<file path="src/rtl/isa_state_pkg.sv">
package isa_state_pkg;
  typedef enum logic [2:0] {
    XK_NONE    = 3'd0,
    XK_PCWRITE = 3'd1,
    XK_BRREG   = 3'd2,
    XK_BRLINK  = 3'd3,
    XK_LDONE   = 3'd4,
    XK_LDMULTI = 3'd5,
    XK_RSVD6   = 3'd6,
    XK_RSVD7   = 3'd7
  } xfer_kind_e;
endpackage

</file>
<file path="src/rtl/isa_xfer_classify.sv">
module isa_xfer_classify
  import isa_state_pkg::*;
(
  input  logic       valid_i,
  input  logic [2:0] kind_i,
  output logic       accept_o,
  output logic       switch_o
);
  xfer_kind_e kind;

  always_comb begin
    kind     = xfer_kind_e'(kind_i);
    accept_o = 1'b0;
    switch_o = 1'b0;
    if (valid_i) begin
      unique case (kind)
        XK_PCWRITE: accept_o = 1'b1;
        XK_BRREG, XK_BRLINK, XK_LDONE, XK_LDMULTI: begin
          accept_o = 1'b1;
          switch_o = 1'b1;
        end
        default: accept_o = 1'b0;
      endcase
    end
  end
endmodule

</file>
<file path="src/rtl/isa_fetch_align.sv">
module isa_fetch_align #(
  parameter int ADDR_W = 32
) (
  input  logic [ADDR_W-1:0] target_i,
  input  logic              cur_compact_i,
  input  logic              switch_i,
  output logic              next_compact_o,
  output logic [ADDR_W-1:0] addr_o,
  output logic              fault_o
);
  localparam int HI = ADDR_W - 1;

  always_comb begin
    next_compact_o = switch_i ? target_i[0] : cur_compact_i;
    if (next_compact_o) begin
      addr_o = {target_i[HI:1], 1'b0};
    end else begin
      addr_o = {target_i[HI:2], 2'b00};
    end
    fault_o = switch_i && !target_i[0] && target_i[1];
  end
endmodule

</file>
<file path="src/rtl/isa_state_ctrl.sv">
module isa_state_ctrl #(
  parameter int ADDR_W = 32
) (
  input  logic              clk,
  input  logic              rst,
  input  logic              rst_compact_i,
  input  logic              xfer_valid_i,
  input  logic [2:0]        xfer_kind_i,
  input  logic [ADDR_W-1:0] target_i,
  output logic              compact_o,
  output logic              jstate_o,
  output logic [ADDR_W-1:0] fetch_addr_o,
  output logic              fetch_valid_o,
  output logic              align_fault_o
);
  logic              accept;
  logic              do_switch;
  logic              next_compact;
  logic [ADDR_W-1:0] next_addr;
  logic              next_fault;

  isa_xfer_classify u_classify (
    .valid_i  (xfer_valid_i),
    .kind_i   (xfer_kind_i),
    .accept_o (accept),
    .switch_o (do_switch)
  );

  isa_fetch_align #(.ADDR_W(ADDR_W)) u_align (
    .target_i       (target_i),
    .cur_compact_i  (compact_o),
    .switch_i       (do_switch),
    .next_compact_o (next_compact),
    .addr_o         (next_addr),
    .fault_o        (next_fault)
  );

  always_ff @(posedge clk) begin
    if (rst) begin
      compact_o     <= rst_compact_i;
      fetch_addr_o  <= '0;
      fetch_valid_o <= 1'b0;
      align_fault_o <= 1'b0;
    end else begin
      fetch_valid_o <= accept;
      align_fault_o <= accept && next_fault;
      if (accept) begin
        compact_o    <= next_compact;
        fetch_addr_o <= next_addr;
      end
    end
  end

  assign jstate_o = 1'b0;
endmodule

</file>
<file path="config.mk">
export PLATFORM = sky130hd
export DESIGN_NAME = isa_state_ctrl
export DESIGN_NICKNAME = d
export VERILOG_FILES = /design/src/rtl/isa_state_pkg.sv /design/src/rtl/isa_xfer_classify.sv /design/src/rtl/isa_fetch_align.sv /design/src/rtl/isa_state_ctrl.sv
export SDC_FILE = /design/constraint.sdc
export NUM_CORES = 1
export LEC_CHECK = 0
export BUFFER_PORTS_ARGS = -buffer_cell sky130_fd_sc_hd__buf_2
export CORE_MARGIN = 2
export CORE_UTILIZATION = 37
export DETAILED_ROUTE_END_ITERATION = 8
export PLACE_DENSITY = 0.74
export SYNTH_ARGS = -nofsm -noshare
export SYNTH_HDL_FRONTEND = slang
export SYNTH_SLANG_ARGS = --single-unit
</file>
<file path="constraint.sdc">
create_clock -name clk -period 1.28 [get_ports clk]
set_input_delay 0.192 -clock clk [delete_from_list [all_inputs] [get_ports clk]]
set_output_delay 0.192 -clock clk [all_outputs]
set_load 0.005 [all_outputs]
</file>
# [Word-level counts from Yosys, hierarchy flattened]
# Index checks and enable logic that the tools add are counted.
[totals] register_bits=35 inputBits=39
[classes] n_eq_ne=5 muxes=8 reduce_logical=7
[op_table] op="1-bit two-way mux" n=7
[op_table] op="3-bit by 2-bit == test with 1-bit output, second input constant" n=2
[op_table] op="3-bit == test, second input constant" n=2
[op_table] op="5-bit OR reduction" n=1
[op_table] op="4-bit OR reduction" n=1
[op_table] op="3-bit by 1-bit == test with 1-bit output, second input constant" n=1
[op_table] op="1-bit logical AND" n=3
[op_table] op="2-bit two-way mux" n=1
[op_table] op="2-bit nonzero test" n=1
[op_table] op="1-bit zero test" n=1

# [Logic depth before layout (Yosys ltp)]
# Gate-level depths: netlist of the first run.
[depth] word_depth=7 ltp_mapped=5

# [By module]
# A second synthesis of the first run with hierarchy kept.
[unflattened] cells_unflattened=154 area_unflattened_um2=1579.0
[modules_own_cells] module="isa_state_ctrl" instances=1 cells_per_inst=113 area_each_um2=1282.5
[modules_own_cells] module="isa_fetch_align" instances=1 cells_per_inst=36 area_each_um2=267.8
[modules_own_cells] module="isa_xfer_classify" instances=1 cells_per_inst=5 area_each_um2=28.8

# [Worst setup path after synthesis of the first run]
# Ideal clock, no wire load.
[synth_timing] kind="input port to flip-flop" startpoint="input port xfer_kind_i[1]" endpoint="register compact_o, data pin" setup_time_ns=0.260 arrival_time_ns=0.987 t_required_ns=1.020 path_slack_ns=0.033 path_stages=4 cell_sequence="xor2_1 nand2_1 mux2_2 mux2_2"
[synth_via] elab_chain_cells=7 word_cells_on_any_way=10 cone_classes="4 x eq/ne; 5 x mux; 1 x reduce/logical"
[synth_rtl] element="start: declaration" line_no="isa_state_ctrl.sv:8" source="input logic [2:0] xfer_kind_i,"
[synth_rtl] element="3-bit by 2-bit == test with 1-bit output / 3-bit == test (equally long branches)" line_no="isa_xfer_classify.sv:16" source="unique case (kind)"
[synth_rtl] element="4-bit OR reduction (*)"
[synth_rtl] element="1-bit two-way mux (*)" line_no="isa_xfer_classify.sv:16"
[synth_rtl] element="1-bit two-way mux (*)" line_no="isa_xfer_classify.sv:15" source="if (valid_i) begin"
[synth_rtl] element="1-bit two-way mux (*)" line_no="isa_fetch_align.sv:14" source="next_compact_o = switch_i ? target_i[0] : cur_compact_i;"
[synth_rtl] element="1-bit two-way mux (*)" line_no="isa_state_ctrl.sv:47" source="if (accept) begin"
[synth_rtl] element="1-bit two-way mux (*)" line_no="isa_state_ctrl.sv:39" source="if (rst) begin"
[synth_rtl] element="end signal: assignment" line_no="isa_state_ctrl.sv:40" source="compact_o <= rst_compact_i;"
[synth_rtl] element="end signal: assignment" line_no="isa_state_ctrl.sv:48" source="compact_o <= next_compact;"
[synth_rtl] element="end: declaration" line_no="isa_state_ctrl.sv:10" source="output logic compact_o,"
# Mark *: on every way between the ends. The rest lies on a longest branch, timed or not. The select of a mux whose other input is x is not followed.
# A chain may end at the register's enable or synchronous reset.

# [Final worst setup path of the first run]
[layout_timing] startpoint="register compact_o" endpoint="register compact_o, data pin"
[layout_via] elab_chain_cells=3
[layout_rtl] element="1-bit two-way mux" line_no="isa_fetch_align.sv:14"
[layout_rtl] element="1-bit two-way mux" line_no="isa_state_ctrl.sv:47"
[layout_rtl] element="1-bit two-way mux" line_no="isa_state_ctrl.sv:39"
# No other way between the ends. The select of a mux whose other input is x is not followed.

==> metrics.txt, run 1 <==
detailed router's first-iteration violation count 20; number of antenna-violating nets in the routed design 0; core box area 3053 um^2; startpoint types register; post-route DRC violation count 0; required time at the worst-slack endpoint roughly 1.4 ns; worst clock skew on the final layout 0.0002829 ns; share of cells above drive strength 1 69.33%; instance count along the most critical hold path 2; CP most frequent cell mux2_2; number of levels in the clock H-tree 2; total detailed-routing wirelength 2606 um; NetSw 0.4621 mW; clock power share 26.2%; crit path cell chain mux2_2 -> mux2_2; cell at the slowest stage of the critical path edfxtp_1; # fillers around 290; status finished clean; Peak VDD IR between 0.6 and 0.7 mV; Area growth syn-to-layout 39.81%; # hold bufs at CTS 0; Detailed Place HPWL 1992 um; minimum clock period after layout about 1.2 ns; clock latency of the later-clocked register in the worst-skew pair 0.32 ns; ratio of routed vias to standard cells 4.725; number of sinks driven by the clock tree 34; effective utilization at floorplan around two fifths; leakage component of the power 0.8400 nW; FF-to-FF End compact_o; number of diodes added for antenna fixing 0; cell count after synthesis 86; number of library cell types mapped by synthesis 18; warning count from the yosys run 0; post-synthesis area per instance between 10 and 15 um^2; via count of the routed design 978; pin count of the biggest net entering global routing 18; final count of hold timing violations 0; period utilization 92.86%; sequential cell area in the final layout 690.7 um^2; sequential fraction of design power 58.7%; die outline height 60.44 um; top fanout value on the critical path 2; total global-route track usage around 15%; top cells by area in the synthesized netlist dfxtp_1 56%, a22o_2 22%, buf_6 5.7%; GR Overflow Total 0; summed instance area of the synthesized netlist 1179 um^2; sequential share of the synthesized area between 50 and 60%; cell at the root of the clock tree clkbuf_4; total power draw 1.975 mW; achievable frequency 841.3 MHz; combinational power share 15.1%; number of buffers between clock root and the deepest sink 2; area fraction of the dominant cell type after synthesis 56.05%; clock transition at the register clock pins on the worst setup and hold paths after CTS 0.09 ns; worst min-delay path class input pin to register; max-cap check violation count 0; multi-input gate area in the final layout 405.4 um^2; switching power as a share of total power a little under a quarter; clock buffers created by TritonCTS 5; hold worst-path end fetch_addr_o[12]; arrival time reported for the critical path endpoint 1.27 ns; Final Max Slew Viols 0; crit path buf inv count 0; type of the setup path with the least slack register to register; Boundary Pins 75; family with the most delay on the worst path multiplexers; number of buffers inserted by port buffering 72; Core Util, Final a little over half; cell type contributing the most total cell area after synthesis dfxtp_1; WL per Instance roughly 13 um; Power Dens Cells 1198 nW/um^2; cell internal pwr 1.513 mW; clock tree from TritonCTS done; Worst Setup End Kind register; weighted congestion at the end of routability-driven global placement 0.6954; Final Net Count 202; count of cells along the worst register-to-register path 2; setup repair after global routing missed its margin no; startpoint of the most critical register-to-register path compact_o; first-pass GRT wire length 3808 um; worst hold path startpoint target_i[12]; worst setup slack for register-to-register paths 0.09 ns; Die ar. 3653 um^2; post-CTS repair timing setup buffer count 0; count of final setup violators 0; quantity of gates resized following cts 0; vias in the first global route 970; number of storage elements in the synthesis netlist 34; longest individual stage delay on the worst path 0.40 ns; TritonRoute pass-1 iters 3; count of standard-cell rows 20; number of antenna violations at the first check in global routing 0; overall die width just over 60 um
[routing by layer]
layer  track usage, %  share of wire, %  vias to the layer above
met3            5.757               8.3                        4
met1            12.78                38                      453
met2            28.26                52                       50
li1                 -                 -                      471
met4            7.453               1.2                        0
met5                0                 0                        -
[state kept, by name, summed over array words and instances, names as in the netlist]
register,flops
align_fault_o,1
compact_o,1
fetch_addr_o,31
fetch_valid_o,1
[cells in the final DEF, fill, tap and decap left out]
cell type,instances
edfxtp_1,1
a31oi_4,1
inv_1,1
xor2_1,1
a32o_1,1
buf_12,4
and3_1,1
nand2_1,2
a22o_2,26
mux2_2,2
buf_4,1
nand3_1,1
nor2_2,1
dfxtp_1,33
conb_1,2
clkbuf_1,2
clkbuf_4,5
or3_4,1
a22o_1,4
nor2_1,1
buf_2,72
[worst max path at each step]
stage	slack [ns]	cells past startpoint	startpoint	end
final	0.09	2	compact_o	compact_o
after global routing	0.08	2	compact_o	compact_o
after CTS	0.09	2	compact_o	compact_o
after detailed placement	-0.15	5	xfer_kind_i[1]	compact_o
after global placement	-0.10	5	xfer_kind_i[1]	compact_o
after floorplan	0.03	4	xfer_kind_i[1]	compact_o
[power by group through the flow]
| stage | logic [mW] | clock network [mW] | registers [mW] |
|---|---|---|---|
| after detailed placement | 0.303 | 0 | 1.18 |
| after CTS | 0.304 | 0.540 | 1.16 |
| after floorplan | 0.137 | 0 | 1.19 |
| final | 0.299 | 0.517 | 1.16 |
| after global routing | 0.326 | 0.579 | 1.17 |
| after global placement | 0.290 | 0 | 1.18 |
[logic make-up after synthesis]
logic type | Yosys count | synth area share [%]
DFF | 34 | 58.60
and+or+nand+nor | 7 | 3.397
AOI/OAI and AO/OA | 32 | 27.71
xor gates and xnor gates | 1 | 0.7432
muxes | 2 | 1.911
buffers and inverters | 9 | 7.324
other | 1 | 0.3182
[area by class of cell]
type,instances,area share [%]
timing repair buffer,77,27.18
tap,44,3.341
sequential,34,41.91
clock buffer,7,2.733
inverter,1,0.2278
multi-input combinational,44,24.60
[stage by stage]
stage	hold slack (ns)	setup TNS, ns	worst slack [ns]	area (um^2)	std cells
floorplan	0.3175	0	0.03327	1182	87
global placement	0.4007	-1.790	-0.1045	1603	200
detailed placement	0.4094	-2.783	-0.1489	1603	200
CTS	0.06180	0	0.08835	1648	207
global route	0.05676	0	0.07994	1648	207
finish	0.07249	0	0.09140	1648	207
[Yosys cell counts]
| library cell | number |
|---|---|
| xor2_1 | 1 |
| inv_1 | 1 |
| nor2_2 | 1 |
| a22o_2 | 26 |
| nand3_1 | 1 |
| conb_1 | 1 |
| nor2_1 | 1 |
| a22o_1 | 4 |
| dfxtp_1 | 33 |
| buf_4 | 2 |
| and3_1 | 1 |
| edfxtp_1 | 1 |
| mux2_2 | 2 |
| a32o_1 | 1 |
| a31oi_4 | 1 |
| nand2_1 | 2 |
| or3_4 | 1 |
| buf_6 | 6 |
[worst reg2reg max path: cells and delay by family, from the launching register on]
kind | cells | cell delay, ns
multiplexers | 2 | 0.55
flip-flops | 1 | 0.40
Note: power is estimated with default switching activity, not from simulation.
==> inputs of run 2 (changes only) <==
Settings changed: SETUP_SLACK_MARGIN from default to 0.1.
==> run 2 against run 1 <==
Clock-buffer cell count is 2 lower. Critical path type unchanged. Largest cell class unchanged. Clock skew barely moved. Critical endpoint unchanged. Flip-flop and latch count unchanged. Sequential share of layout area decreased by 0.72 points. Largest power group unchanged. Total power is 12% higher. Routed wire length up 0.84%. Cell count up 0.48%. Clock power grew 48%.
==> metrics.txt, run 2 (synthesized netlist as in run 1, its figures left out) <==
Final Max Slew Viols 0 (unchanged); top fanout value on the critical path 2 (unchanged); effective utilization at floorplan 38.61% (unchanged); core box area 3053 um^2 (unchanged); share of cells above drive strength 1 71.95% (was 69.33%); max-cap check violation count 0 (unchanged); # placed instances 200 (unchanged); crit path cell chain mux2_4 -> mux2_2 (was mux2_2 -> mux2_2); Core Util, Final 54.92% (was 53.98%); worst min-delay path class input pin to register (unchanged); final count of hold timing violations 0 (unchanged); clock tree from TritonCTS done (unchanged); total detailed-routing wirelength 2628 um (was 2606 um); pin count of the biggest net entering global routing 23 (was 18); total global-route track usage 14.87% (was 14.58%); post-CTS repair timing setup buffer count 0 (unchanged); overall die width 60.44 um (unchanged); Area growth syn-to-layout 42.25% (was 39.81%); setup repair after global routing missed its margin yes (was no); WL per Instance 12.63 um (was 12.59 um); number of buffers inserted by port buffering 72 (unchanged); period utilization 92.10% (was 92.86%); Final Net Count 202 (unchanged); Peak VDD IR 0.4955 mV (was 0.6384 mV); clock buffers created by TritonCTS 5 (unchanged); die outline height 60.44 um (unchanged); Boundary Pins 75 (unchanged); count of final setup violators 0 (unchanged); # hold bufs at CTS 0 (unchanged); post-route standard cell area excluding fillers 1677 um^2 (was 1648 um^2); clock transition at the register clock pins on the worst setup and hold paths after CTS 0.11 ns (was 0.09 ns); GR Overflow Total 0 (unchanged); family with the most delay on the worst path multiplexers (unchanged); longest individual stage delay on the worst path 0.40 ns (about the same); leakage component of the power 0.8623 nW (was 0.8400 nW); worst setup slack after layout 0.1011 ns (was 0.09140 ns); Detailed Place HPWL 1977 um (was 1992 um); Die ar. 3653 um^2 (unchanged); most frequent standard cell in the layout excluding fill and tap cells buf_2 (unchanged); # fillers 306 (was 287); number of sinks driven by the clock tree 34 (unchanged); worst setup slack before clock tree synthesis -0.1277 ns (was -0.1489 ns); worst clock skew on the final layout 0.000002998 ns (was 0.0002829 ns); achievable frequency 848.3 MHz (was 841.3 MHz); required time at the worst-slack endpoint 1.37 ns (was 1.36 ns); TritonRoute pass-1 iters 6 (was 3); quantity of gates resized following cts 0 (unchanged); number of antenna violations at the first check in global routing 0 (unchanged); type of the setup path with the least slack register to register (unchanged); Power Dens Cells 1322 nW/um^2 (was 1198 nW/um^2); via count of the routed design 965 (was 978); Fin Setup TNS 0 ns (unchanged); Worst Setup End Kind register (unchanged); ratio of routed vias to standard cells 4.639 (was 4.725); Non-Filler Instances 208 (was 207); register ranked first by flip-flop count fetch_addr_o (unchanged); max FFs per register 31 (unchanged); first-pass GRT wire length 3829 um (was 3808 um); status finished clean (unchanged); total power draw 2.216 mW (was 1.975 mW); cell at the root of the clock tree clkbuf_4 (unchanged); arrival time reported for the critical path endpoint 1.27 ns (about the same); number of diodes added for antenna fixing 0 (unchanged); detailed router's first-iteration violation count 8 (was 20); worst hold slack after final layout 0.06076 ns (was 0.07249 ns); post-route DRC violation count 0 (unchanged); most frequent cells in the layout 72 x buf_2, 33 x dfxtp_1, 26 x a22o_2 (unchanged); number of buffers between clock root and the deepest sink 2 (unchanged); startpoint types register (unchanged); minimum clock period after layout 1.179 ns (was 1.189 ns); vias in the first global route 882 (was 970); count of standard-cell rows 20 (unchanged); crit path buf inv count 0 (unchanged); number of levels in the clock H-tree 2 (unchanged); cell at the slowest stage of the critical path edfxtp_1 (unchanged); weighted congestion at the end of routability-driven global placement 0.6591 (was 0.6954); instance area at placement 1599 um^2 (was 1603 um^2); number of antenna-violating nets in the routed design 0 (unchanged); clock latency of the later-clocked register in the worst-skew pair 0.33 ns (was 0.32 ns)
run 2: cell count changes in the layout (fill, tap and decap cells not counted):
cell / previous run / this run
nand3_2: 0 / 1
mux2_2: 2 / 1
clkinv_2: 0 / 2
bufinv_16: 0 / 1
buf_12: 4 / 3
mux2_4: 0 / 1
inv_1: 1 / 0
buf_4: 1 / 2
clkbuf_1: 2 / 0
nand3_1: 1 / 0
inv_2: 0 / 1
run 2: worst paths after layout:
path / from / to / slack (ns) / depth (start not counted)
max: compact_o / compact_o / 0.10 / 2
min: target_i[2] / fetch_addr_o[2] / 0.06 / 2
max reg2reg: compact_o / compact_o / 0.10 / 2
min reg2reg: fetch_addr_o[2] / fetch_addr_o[2] / 0.49 / 1
run 2: area by class of cell:
class	instances	area, um^2	area share [%]
Clock inverter	3	40.04	2.388
Sequential cell	34	690.7	41.19
Multi-Input combinational cell	44	414.1	24.70
Tap cell	44	55.05	3.284
Timing Repair Buffer	77	435.4	25.97
Inverter	1	3.754	0.2239
Clock buffer	5	37.54	2.239
run 2: metal layers:
metal	share of wire, %	track usage (%)
met1	42	15.65
met2	50	24.69
met3	6.1	6.183
met4	2.3	9.317
met5	0	0
run 2: worst register-to-register path, delay by kind of cell, from the launching register on:
kind	cells	cell delay (ns)
mux	2	0.54
flops	1	0.40
run 2: power breakdown:
part	internal [mW]	leakage, nW	switching (mW)
clock	0.404	0.0450	0.358
sequential	1.13	0.281	0.0307
combinational	0.175	0.537	0.119
